<file path="config.mk">
export PLATFORM = sky130hd
export DESIGN_NAME = sync_frontend
export DESIGN_NICKNAME = d
export VERILOG_FILES = /design/src/rtl/sync_fe_pkg.sv /design/src/rtl/sync_fe_polarity_meter.sv /design/src/rtl/sync_fe_presence_timer.sv /design/src/rtl/sync_fe_datapath.sv /design/src/rtl/sync_fe_control.sv /design/src/rtl/sync_frontend.sv
export SDC_FILE = /design/constraint.sdc
export NUM_CORES = 1
export LEC_CHECK = 0
export CAP_MARGIN = 10
export CORE_MARGIN = 2
export CORE_UTILIZATION = 45
export DETAILED_ROUTE_END_ITERATION = 10
export DONT_BUFFER_PORTS = 1
export SLEW_MARGIN = 20
export SYNTH_ARGS = -nofsm -noshare
export SYNTH_HDL_FRONTEND = slang
export SYNTH_SLANG_ARGS = --single-unit
</file>
<file path="constraint.sdc">
create_clock -name clk -period 2.9 [get_ports clk]
set_input_delay 0.435 -clock clk [delete_from_list [all_inputs] [get_ports clk]]
set_output_delay 0.435 -clock clk [all_outputs]
set_load 0.01 [all_outputs]
</file>
<file path="src/rtl/sync_fe_pkg.sv">
package sync_fe_pkg;

  // Events reported by the datapath to the control
  typedef struct packed {
    logic compLevel;
    logic vertLevel;
    logic compEdge;
    logic vertEdge;
    logic extrEdge;
  } dpEvents_t;

  // Strobes from the control to the datapath
  typedef struct packed {
    logic invComp;
    logic invVert;
    logic useExtract;
  } ctlStrobes_t;

  localparam int STAT_VERT_PRES = 0;
  localparam int STAT_COMP_PRES = 1;
  localparam int STAT_EXTR_PRES = 2;
  localparam int STAT_VERT_NEG  = 3;
  localparam int STAT_COMP_NEG  = 4;
  localparam int STAT_W         = 5;

endpackage

</file>
<file path="src/rtl/sync_fe_polarity_meter.sv">
module sync_fe_polarity_meter #(
  parameter int PER_W       = 16,
  parameter int POL_CONFIRM = 8
) (
  input  logic clk,
  input  logic rstN,
  input  logic level,
  input  logic edgeSeen,
  output logic polNeg
);
  localparam int AW = $clog2(POL_CONFIRM + 1);
  localparam logic [PER_W-1:0] RUN_MAX = '1;

  logic [PER_W-1:0] hiRun, loRun, lastHi;
  logic [AW-1:0]    agreeCnt;
  logic             seenFall;
  logic             riseNow, fallNow, candNeg;

  assign riseNow = edgeSeen && level;
  assign fallNow = edgeSeen && !level;
  // low run just ended versus the high run before it; tie -> positive
  assign candNeg = loRun < lastHi;

  always_ff @(posedge clk or negedge rstN) begin
    if (!rstN) begin
      hiRun    <= '0;
      loRun    <= '0;
      lastHi   <= '0;
      agreeCnt <= '0;
      seenFall <= 1'b0;
      polNeg   <= 1'b0;
    end else if (riseNow) begin
      loRun <= '0;
      hiRun <= PER_W'(1);
      if (seenFall) begin
        if (candNeg != polNeg) begin
          if (agreeCnt == AW'(POL_CONFIRM - 1)) begin
            polNeg   <= candNeg;
            agreeCnt <= '0;
          end else begin
            agreeCnt <= agreeCnt + AW'(1);
          end
        end else begin
          agreeCnt <= '0;
        end
      end
    end else if (fallNow) begin
      lastHi   <= hiRun;
      hiRun    <= '0;
      loRun    <= PER_W'(1);
      seenFall <= 1'b1;
    end else if (level) begin
      if (hiRun != RUN_MAX) hiRun <= hiRun + PER_W'(1);
    end else begin
      if (loRun != RUN_MAX) loRun <= loRun + PER_W'(1);
    end
  end

  // the decision may only move on a rising edge of the input
  assert_pol_change_at_rise_R3: assert property (@(posedge clk) disable iff (!rstN)
    !$stable(polNeg) |-> $past(riseNow));

endmodule

</file>
<file path="src/rtl/sync_fe_presence_timer.sv">
module sync_fe_presence_timer #(
  parameter int PRES_TIMEOUT = 65536
) (
  input  logic clk,
  input  logic rstN,
  input  logic edgeSeen,
  output logic present
);
  localparam int CW = $clog2(PRES_TIMEOUT + 1);

  logic [CW-1:0] quietCnt;

  always_ff @(posedge clk or negedge rstN) begin
    if (!rstN) begin
      quietCnt <= '0;
      present  <= 1'b0;
    end else if (edgeSeen) begin
      quietCnt <= '0;
      present  <= 1'b1;
    end else if (present) begin
      if (quietCnt == CW'(PRES_TIMEOUT - 1)) present <= 1'b0;
      quietCnt <= quietCnt + CW'(1);
    end
  end

  // an edge always leaves the flag set
  assert_present_on_edge_R6: assert property (@(posedge clk) disable iff (!rstN)
    edgeSeen |=> present);

  // an absent flag stays absent until an edge arrives
  assert_absent_holds_R6: assert property (@(posedge clk) disable iff (!rstN)
    (!present && !edgeSeen) |=> !present);

endmodule

</file>
<file path="src/rtl/sync_fe_datapath.sv">
module sync_fe_datapath import sync_fe_pkg::*; #(
  parameter int SYNC_STAGES  = 2,
  parameter int INTEG_W      = 8,
  parameter int INTEG_THRESH = 100
) (
  input  logic        clk,
  input  logic        rstN,
  input  logic        compSyncIn,
  input  logic        vertSyncIn,
  input  ctlStrobes_t ctl,
  output dpEvents_t   evt,
  output logic        hSyncOut,
  output logic        vSyncOut
);
  localparam logic [INTEG_W-1:0] INTEG_MAX = '1;
  localparam logic [INTEG_W-1:0] INTEG_TH  = INTEG_W'(INTEG_THRESH);

  logic [1:0] rawIn, syncd, prevSyncd;
  logic       compCorr, vertCorr;
  logic [INTEG_W-1:0] integCnt;
  logic       extrActive, extrPrev;
  logic       hSyncReg, vSyncReg;

  assign rawIn = {vertSyncIn, compSyncIn};

  // one synchronizer chain per input
  for (genvar ch = 0; ch < 2; ch++) begin : g_sync
    logic [SYNC_STAGES-1:0] shReg;
    always_ff @(posedge clk or negedge rstN) begin
      if (!rstN) begin
        shReg        <= '0;
        prevSyncd[ch] <= 1'b0;
      end else begin
        shReg        <= {shReg[SYNC_STAGES-2:0], rawIn[ch]};
        prevSyncd[ch] <= shReg[SYNC_STAGES-1];
      end
    end
    assign syncd[ch] = shReg[SYNC_STAGES-1];
  end

  assign compCorr = syncd[0] ^ ctl.invComp;
  assign vertCorr = syncd[1] ^ ctl.invVert;

  // integrating extractor
  always_ff @(posedge clk or negedge rstN) begin
    if (!rstN) begin
      integCnt <= '0;
    end else if (compCorr) begin
      if (integCnt != INTEG_MAX) integCnt <= integCnt + INTEG_W'(1);
    end else begin
      if (integCnt != '0) integCnt <= integCnt - INTEG_W'(1);
    end
  end

  assign extrActive = integCnt > INTEG_TH;

  always_ff @(posedge clk or negedge rstN) begin
    if (!rstN) begin
      extrPrev <= 1'b0;
      hSyncReg <= 1'b0;
      vSyncReg <= 1'b0;
    end else begin
      extrPrev <= extrActive;
      hSyncReg <= compCorr;
      vSyncReg <= ctl.useExtract ? extrActive : vertCorr;
    end
  end

  assign hSyncOut = hSyncReg;
  assign vSyncOut = vSyncReg;

  assign evt.compLevel = syncd[0];
  assign evt.vertLevel = syncd[1];
  assign evt.compEdge  = syncd[0] ^ prevSyncd[0];
  assign evt.vertEdge  = syncd[1] ^ prevSyncd[1];
  assign evt.extrEdge  = extrActive ^ extrPrev;

  // the extracted vertical can only start while the corrected composite is active
  assert_extract_rises_active_R5: assert property (@(posedge clk) disable iff (!rstN)
    $rose(extrActive) |-> $past(compCorr));

endmodule

</file>
<file path="src/rtl/sync_fe_control.sv">
module sync_fe_control import sync_fe_pkg::*; #(
  parameter int PER_W        = 16,
  parameter int POL_CONFIRM  = 8,
  parameter int PRES_TIMEOUT = 65536
) (
  input  logic              clk,
  input  logic              rstN,
  input  dpEvents_t         evt,
  input  logic              cfgAutoPol,
  input  logic              cfgCompInv,
  input  logic              cfgVertInv,
  input  logic              cfgAutoSel,
  input  logic              cfgSelExtract,
  output ctlStrobes_t       ctl,
  output logic [STAT_W-1:0] status
);
  localparam int N_PRES = 3;

  logic [1:0]        lvl, edg, polNeg;
  logic [N_PRES-1:0] presEdge, presFlag;

  assign lvl = {evt.vertLevel, evt.compLevel};
  assign edg = {evt.vertEdge,  evt.compEdge};

  // index 0: composite, index 1: vertical
  for (genvar p = 0; p < 2; p++) begin : g_pol
    sync_fe_polarity_meter #(.PER_W(PER_W), .POL_CONFIRM(POL_CONFIRM)) pol_i (
      .clk(clk), .rstN(rstN), .level(lvl[p]), .edgeSeen(edg[p]), .polNeg(polNeg[p]));
  end

  // index 0: vertical, 1: composite, 2: extracted
  assign presEdge = {evt.extrEdge, evt.compEdge, evt.vertEdge};
  for (genvar q = 0; q < N_PRES; q++) begin : g_pres
    sync_fe_presence_timer #(.PRES_TIMEOUT(PRES_TIMEOUT)) pres_i (
      .clk(clk), .rstN(rstN), .edgeSeen(presEdge[q]), .present(presFlag[q]));
  end

  assign ctl.invComp    = cfgAutoPol ? polNeg[0] : cfgCompInv;
  assign ctl.invVert    = cfgAutoPol ? polNeg[1] : cfgVertInv;
  assign ctl.useExtract = cfgAutoSel ? !presFlag[0] : cfgSelExtract;

  always_comb begin
    status                 = '0;
    status[STAT_VERT_PRES] = presFlag[0];
    status[STAT_COMP_PRES] = presFlag[1];
    status[STAT_EXTR_PRES] = presFlag[2];
    status[STAT_VERT_NEG]  = polNeg[1];
    status[STAT_COMP_NEG]  = polNeg[0];
  end

endmodule

</file>
<file path="src/rtl/sync_frontend.sv">
module sync_frontend #(
  parameter int SYNC_STAGES  = 2,
  parameter int PER_W        = 16,
  parameter int POL_CONFIRM  = 8,
  parameter int INTEG_W      = 8,
  parameter int INTEG_THRESH = 100,
  parameter int PRES_TIMEOUT = 65536
) (
  input  logic       clk,
  input  logic       rstN,
  input  logic       compSyncIn,
  input  logic       vertSyncIn,
  input  logic       cfgAutoPol,
  input  logic       cfgCompInv,
  input  logic       cfgVertInv,
  input  logic       cfgAutoSel,
  input  logic       cfgSelExtract,
  output logic       hSyncOut,
  output logic       vSyncOut,
  output logic [4:0] status
);
  import sync_fe_pkg::*;

  dpEvents_t   evt;
  ctlStrobes_t ctl;

  sync_fe_datapath #(
    .SYNC_STAGES(SYNC_STAGES), .INTEG_W(INTEG_W), .INTEG_THRESH(INTEG_THRESH)
  ) datapath_i (
    .clk(clk), .rstN(rstN), .compSyncIn(compSyncIn), .vertSyncIn(vertSyncIn),
    .ctl(ctl), .evt(evt), .hSyncOut(hSyncOut), .vSyncOut(vSyncOut));

  sync_fe_control #(
    .PER_W(PER_W), .POL_CONFIRM(POL_CONFIRM), .PRES_TIMEOUT(PRES_TIMEOUT)
  ) control_i (
    .clk(clk), .rstN(rstN), .evt(evt), .cfgAutoPol(cfgAutoPol),
    .cfgCompInv(cfgCompInv), .cfgVertInv(cfgVertInv), .cfgAutoSel(cfgAutoSel),
    .cfgSelExtract(cfgSelExtract), .ctl(ctl), .status(status));

endmodule

</file>
==> results <==
- In the synthesized netlist, the cells that appear most often are 179 x dfrtp_1, 135 x o21ai_0, 116 x nand2_1.
- The CTS tree is built.
- The worst setup path is of the register to register kind.
- Setup repair after global routing left no endpoint under its margin.
- Across all layers, the routed design uses 7051 vias.
- Once the clock tree was built, the setup fixing pass inserted 0 buffers.
- STA classifies the critical path startpoint as a register.
- The cell at the root of the clock tree is clkbuf_16.
- The startpoint of the most critical register-to-register path is control_i.g_pol[0].pol_i.polNeg$_DFFE_PN0P_.
- The repair_antennas step left the layout with diodes totalling 0.
- The count of H-tree levels built during CTS is 4.
- The endpoint of the most critical register-to-register path is datapath_i.integCnt[7]$_DFFE_PN0P_.
- Traced cell by cell, the critical path runs through mux2i_1 -> xnor2_1 -> inv_2 -> ha_1 -> a21oi_1 -> nor2b_1 -> a311o_1 -> o31ai_1 -> mux2i_1 -> xnor2_1.
- The clock net in this run drives a total of 179 sinks.
- The most used flip-flop cell after synthesis is dfrtp_1.
- Relative to the synthesized area, the layout overhead comes to 9.20%.
- The detailed router finished its first iteration with 363 violations.
- The clock period minus final worst setup slack is 2640 ps.
- Counting the fill cells in the layout gives 1900.
- Averaged over all synthesized cells, the footprint is 9.28 µm².
- The count of cell types in the netlist is 51.
- The congestion estimate from routability-driven global placement came to 0.772.
- The via density per instance is 5.45.
- For this design the ratio of total power to cell area is 634 mW/mm².
- Once detail routing completed, the nets flagged for antenna violations numbered 0.
- Adding up every negative setup slack in the final design gives 0 ps.
- The most critical setup path has its endpoint at datapath_i.integCnt[7]$_DFFE_PN0P_.
- The number of global-route vias before repair was 6800.
- The final layout contains 1077 nets.
- The minimum hold slack is -307 ps.
- The final setup violation count is 0.
- In the final layout, flip-flops and latches occupy 0.00448 mm².
- The path class of the tightest hold or removal check is primary input to async pin.
- Data arrives at the worst endpoint at 2990 ps.
- After layout, the worst path uses 90.9% of the clock period.
- In the post-synthesis netlist, the biggest area contributors are dfrtp_1 47%, ha_1 7.4%, o21ai_0 7.2%.
- Based on the critical path, the design can be clocked at up to 379 MHz.
- Synthesis produced a netlist with a net count of 1083.
- The die area is 0.0221 mm².
- After clock tree synthesis, the clock-pin slew on the worst setup and hold paths is 80 ps.
- The final number of max-transition violations is 0.
- The kind of capture point of the worst setup path is a register.
- In this run the worst path has a maximum fanout of 8.
- 16 I/O pins were placed.
- The number of buffers inserted by port buffering is 0.
- The synthesized design contains 179 register bits.
- The longest clock path from root to sink contains 2 buffers.
- The residual overflow from global routing is 0.
- In this run the vertical extent of the chip is 149 µm.
- The number of synthesized flops with an enable pin is 0.
- Counting the buffers created by CTS gives 17.
- The checks that failed: hold timing.
- The top cell type by area accounts for 47.5% of the synthesized area.
- The maximum number of pins on one net before global-route repair is 180.
- Counting cells, the worst reg-to-reg path comes to 10.
- The initial antenna violation count is 0.
- The wire length of the first global-routing pass is 33100 µm.
- Counting buffers and inverters, the worst setup path is 10 cells deep.
- After floorplanning, the core was sized to cover 0.0204 mm².
- For this run, the slowest stage of the critical path takes 460 ps.
- Timing analysis after detailed placement gives a worst setup slack of 249 ps.
- The first-pass iteration count of the detailed router is 4.
- The post-synthesis cell type with the largest combined area is dfrtp_1.
- For this configuration, the core starts out at a cell density of 46.2%.
- Setup slack on the critical path of the routed design comes to 265 ps.
- The library cell contributing the largest single delay on the critical path is dfrtp_1.
- The most common cell in the synthesized netlist is dfrtp_1.
- For flop-to-flop paths, the worst setup slack is 260 ps.
- The horizontal die dimension is 149 µm.
- The worst voltage drop across the vdd grid is 0.000380 V.
- The mapped netlist covers 0.00943 mm².
- Broken down by cell family, the worst path's largest delay share belongs to compound AO/OA/AOI/OAI gates.
- The area taken by multi-input logic gates is 0.00457 mm².
- The cell count after synthesis came out at 1017.
- The worst slew margin relative to its limit is 49.1%.
- The number of hold-slack violations in the final timing report is 179.
- The detailed placement HPWL is 12700 µm.
- Across the run, the number of max-cap violations was 0.
- Together, buffers and inverters on the worst path number 1.
- The total routed wirelength is 18900 µm.
- After synthesis, flip-flops and latches occupy 47.5% of the total area.
- At the pin with the least slew margin, the transition time is 760 ps.
- In this run the static leakage power is 4.46 nW.
- The worst clock skew is 14.0 ps.
- The floorplan row count is 52.
- The routed length per instance is 14.6 µm.
- The global-route total usage across every layer is 18.4%.
- After detailed routing, the number of remaining DRC violations is 0.
- The share of synthesized registers carrying an async set or reset is 100%.
- The fraction of layout cells with a size suffix above 1 is 6.25%.
- The critical path starts at control_i.g_pol[0].pol_i.polNeg$_DFFE_PN0P_.
- The flow ran to the end, but the final reports show violations.
- The total of warnings raised by yosys is 0.
- The insertion delay to the later sink of the worst-skew pair is 430 ps.
- The critical path required time is 3260 ps.
## cell type report
type | instances | share of cell area (%)
clock inverter | 12 | 1.66
tap | 270 | 3.28
timing repair buffer | 13 | 0.947
sequential | 179 | 43.5
multi-input combinational | 746 | 44.3
clock buffer | 20 | 4.34
inverter | 54 | 1.97
## repair_timing
item,CTS,global route
endpoints found under the setup margin,0,1
hold endpoints to repair,179,179
resized for setup,0,1
## kinds of logic after synthesis
family / count (synthesis) / share of synthesized area, %
flops: 179 / 47.5
compound gates: 239 / 14.6
xor+xnor: 57 / 5.29
simple gates: 375 / 18.9
buf+inv: 92 / 4.11
fa+ha+maj: 57 / 7.64
mux: 18 / 2.00
## placed cells by master, fill, tap and decap left out, types with 8 or more instances in the layout
| cell | count |
|---|---|
| o31ai_1 | 25 |
| buf_4 | 13 |
| xor2_1 | 34 |
| ha_1 | 56 |
| a31oi_1 | 14 |
| nand2_1 | 116 |
| and3_1 | 16 |
| and2_1 | 9 |
| clkbuf_16 | 17 |
| inv_1 | 53 |
| o21ai_0 | 135 |
| nor3_1 | 14 |
| nand3_1 | 41 |
| a21oi_1 | 32 |
| nand2b_1 | 8 |
| nand4_1 | 26 |
| xnor2_1 | 23 |
| nor4_1 | 10 |
| mux2i_1 | 11 |
| dfrtp_1 | 179 |
| nor2_1 | 102 |
## per-layer routing
metal / vias up / global-route usage [%] / share of wire [%]
met1: 3372 / 26.0 / 51
met3: 14 / 3.61 / 2.9
met2: 103 / 29.5 / 45
met4: 0 / 4.14 / 0.96
li1: 3562 / - / -
met5: - / 0 / 0
## state kept, by name, indices dropped and copies added (netlist names), 3 cells and up
register / cells
control_i.g_pol.pol_i.agreeCnt: 8
control_i.g_pol.pol_i.loRun: 32
datapath_i.g_sync.shReg: 4
datapath_i.integCnt: 8
control_i.g_pres.pres_i.quietCnt: 51
control_i.g_pol.pol_i.lastHi: 32
control_i.g_pol.pol_i.hiRun: 32
control_i.g_pres.pres_i.present: 3
## power breakdown
group          switching (mW)  internal, mW
Sequential              0.242          2.72
Clock                    1.05          1.40
Combinational           0.647         0.476
Total                    1.94          4.60
## per-stage QoR
stage | util (%) | std cells | total power [mW] | area, µm² | hold slack, ps
final | 50.4 | 1294 | 6.53 | 10300 | -307
after global routing | 50.4 | 1294 | 6.93 | 10300 | -335
after floorplan | - | 1017 | 3.83 | 9430 | 139
after global placement | 47.4 | 1262 | 4.11 | 9680 | 144
after CTS | 50.4 | 1294 | 6.60 | 10300 | -327
after detailed placement | 47.4 | 1262 | 4.13 | 9680 | 145
## worst min path at each step
stage	end	slack, ps	cells after the start
2_1_floorplan	control_i.g_pol[0].pol_i.agreeCnt[0]$_DFFE_PN0P_	140	0
3_3_place_gp	control_i.g_pol[1].pol_i.loRun[9]$_DFFE_PN0P_	140	0
3_5_place_dp	control_i.g_pol[1].pol_i.loRun[7]$_DFFE_PN0P_	150	0
4_1_cts	control_i.g_pol[1].pol_i.loRun[9]$_DFFE_PN0P_	-330	0
5_1_grt	control_i.g_pol[1].pol_i.loRun[9]$_DFFE_PN0P_	-330	0
6_report	control_i.g_pol[1].pol_i.loRun[10]$_DFFE_PN0P_	-310	0
No activity file was read; power rests on OpenSTA's default activity.
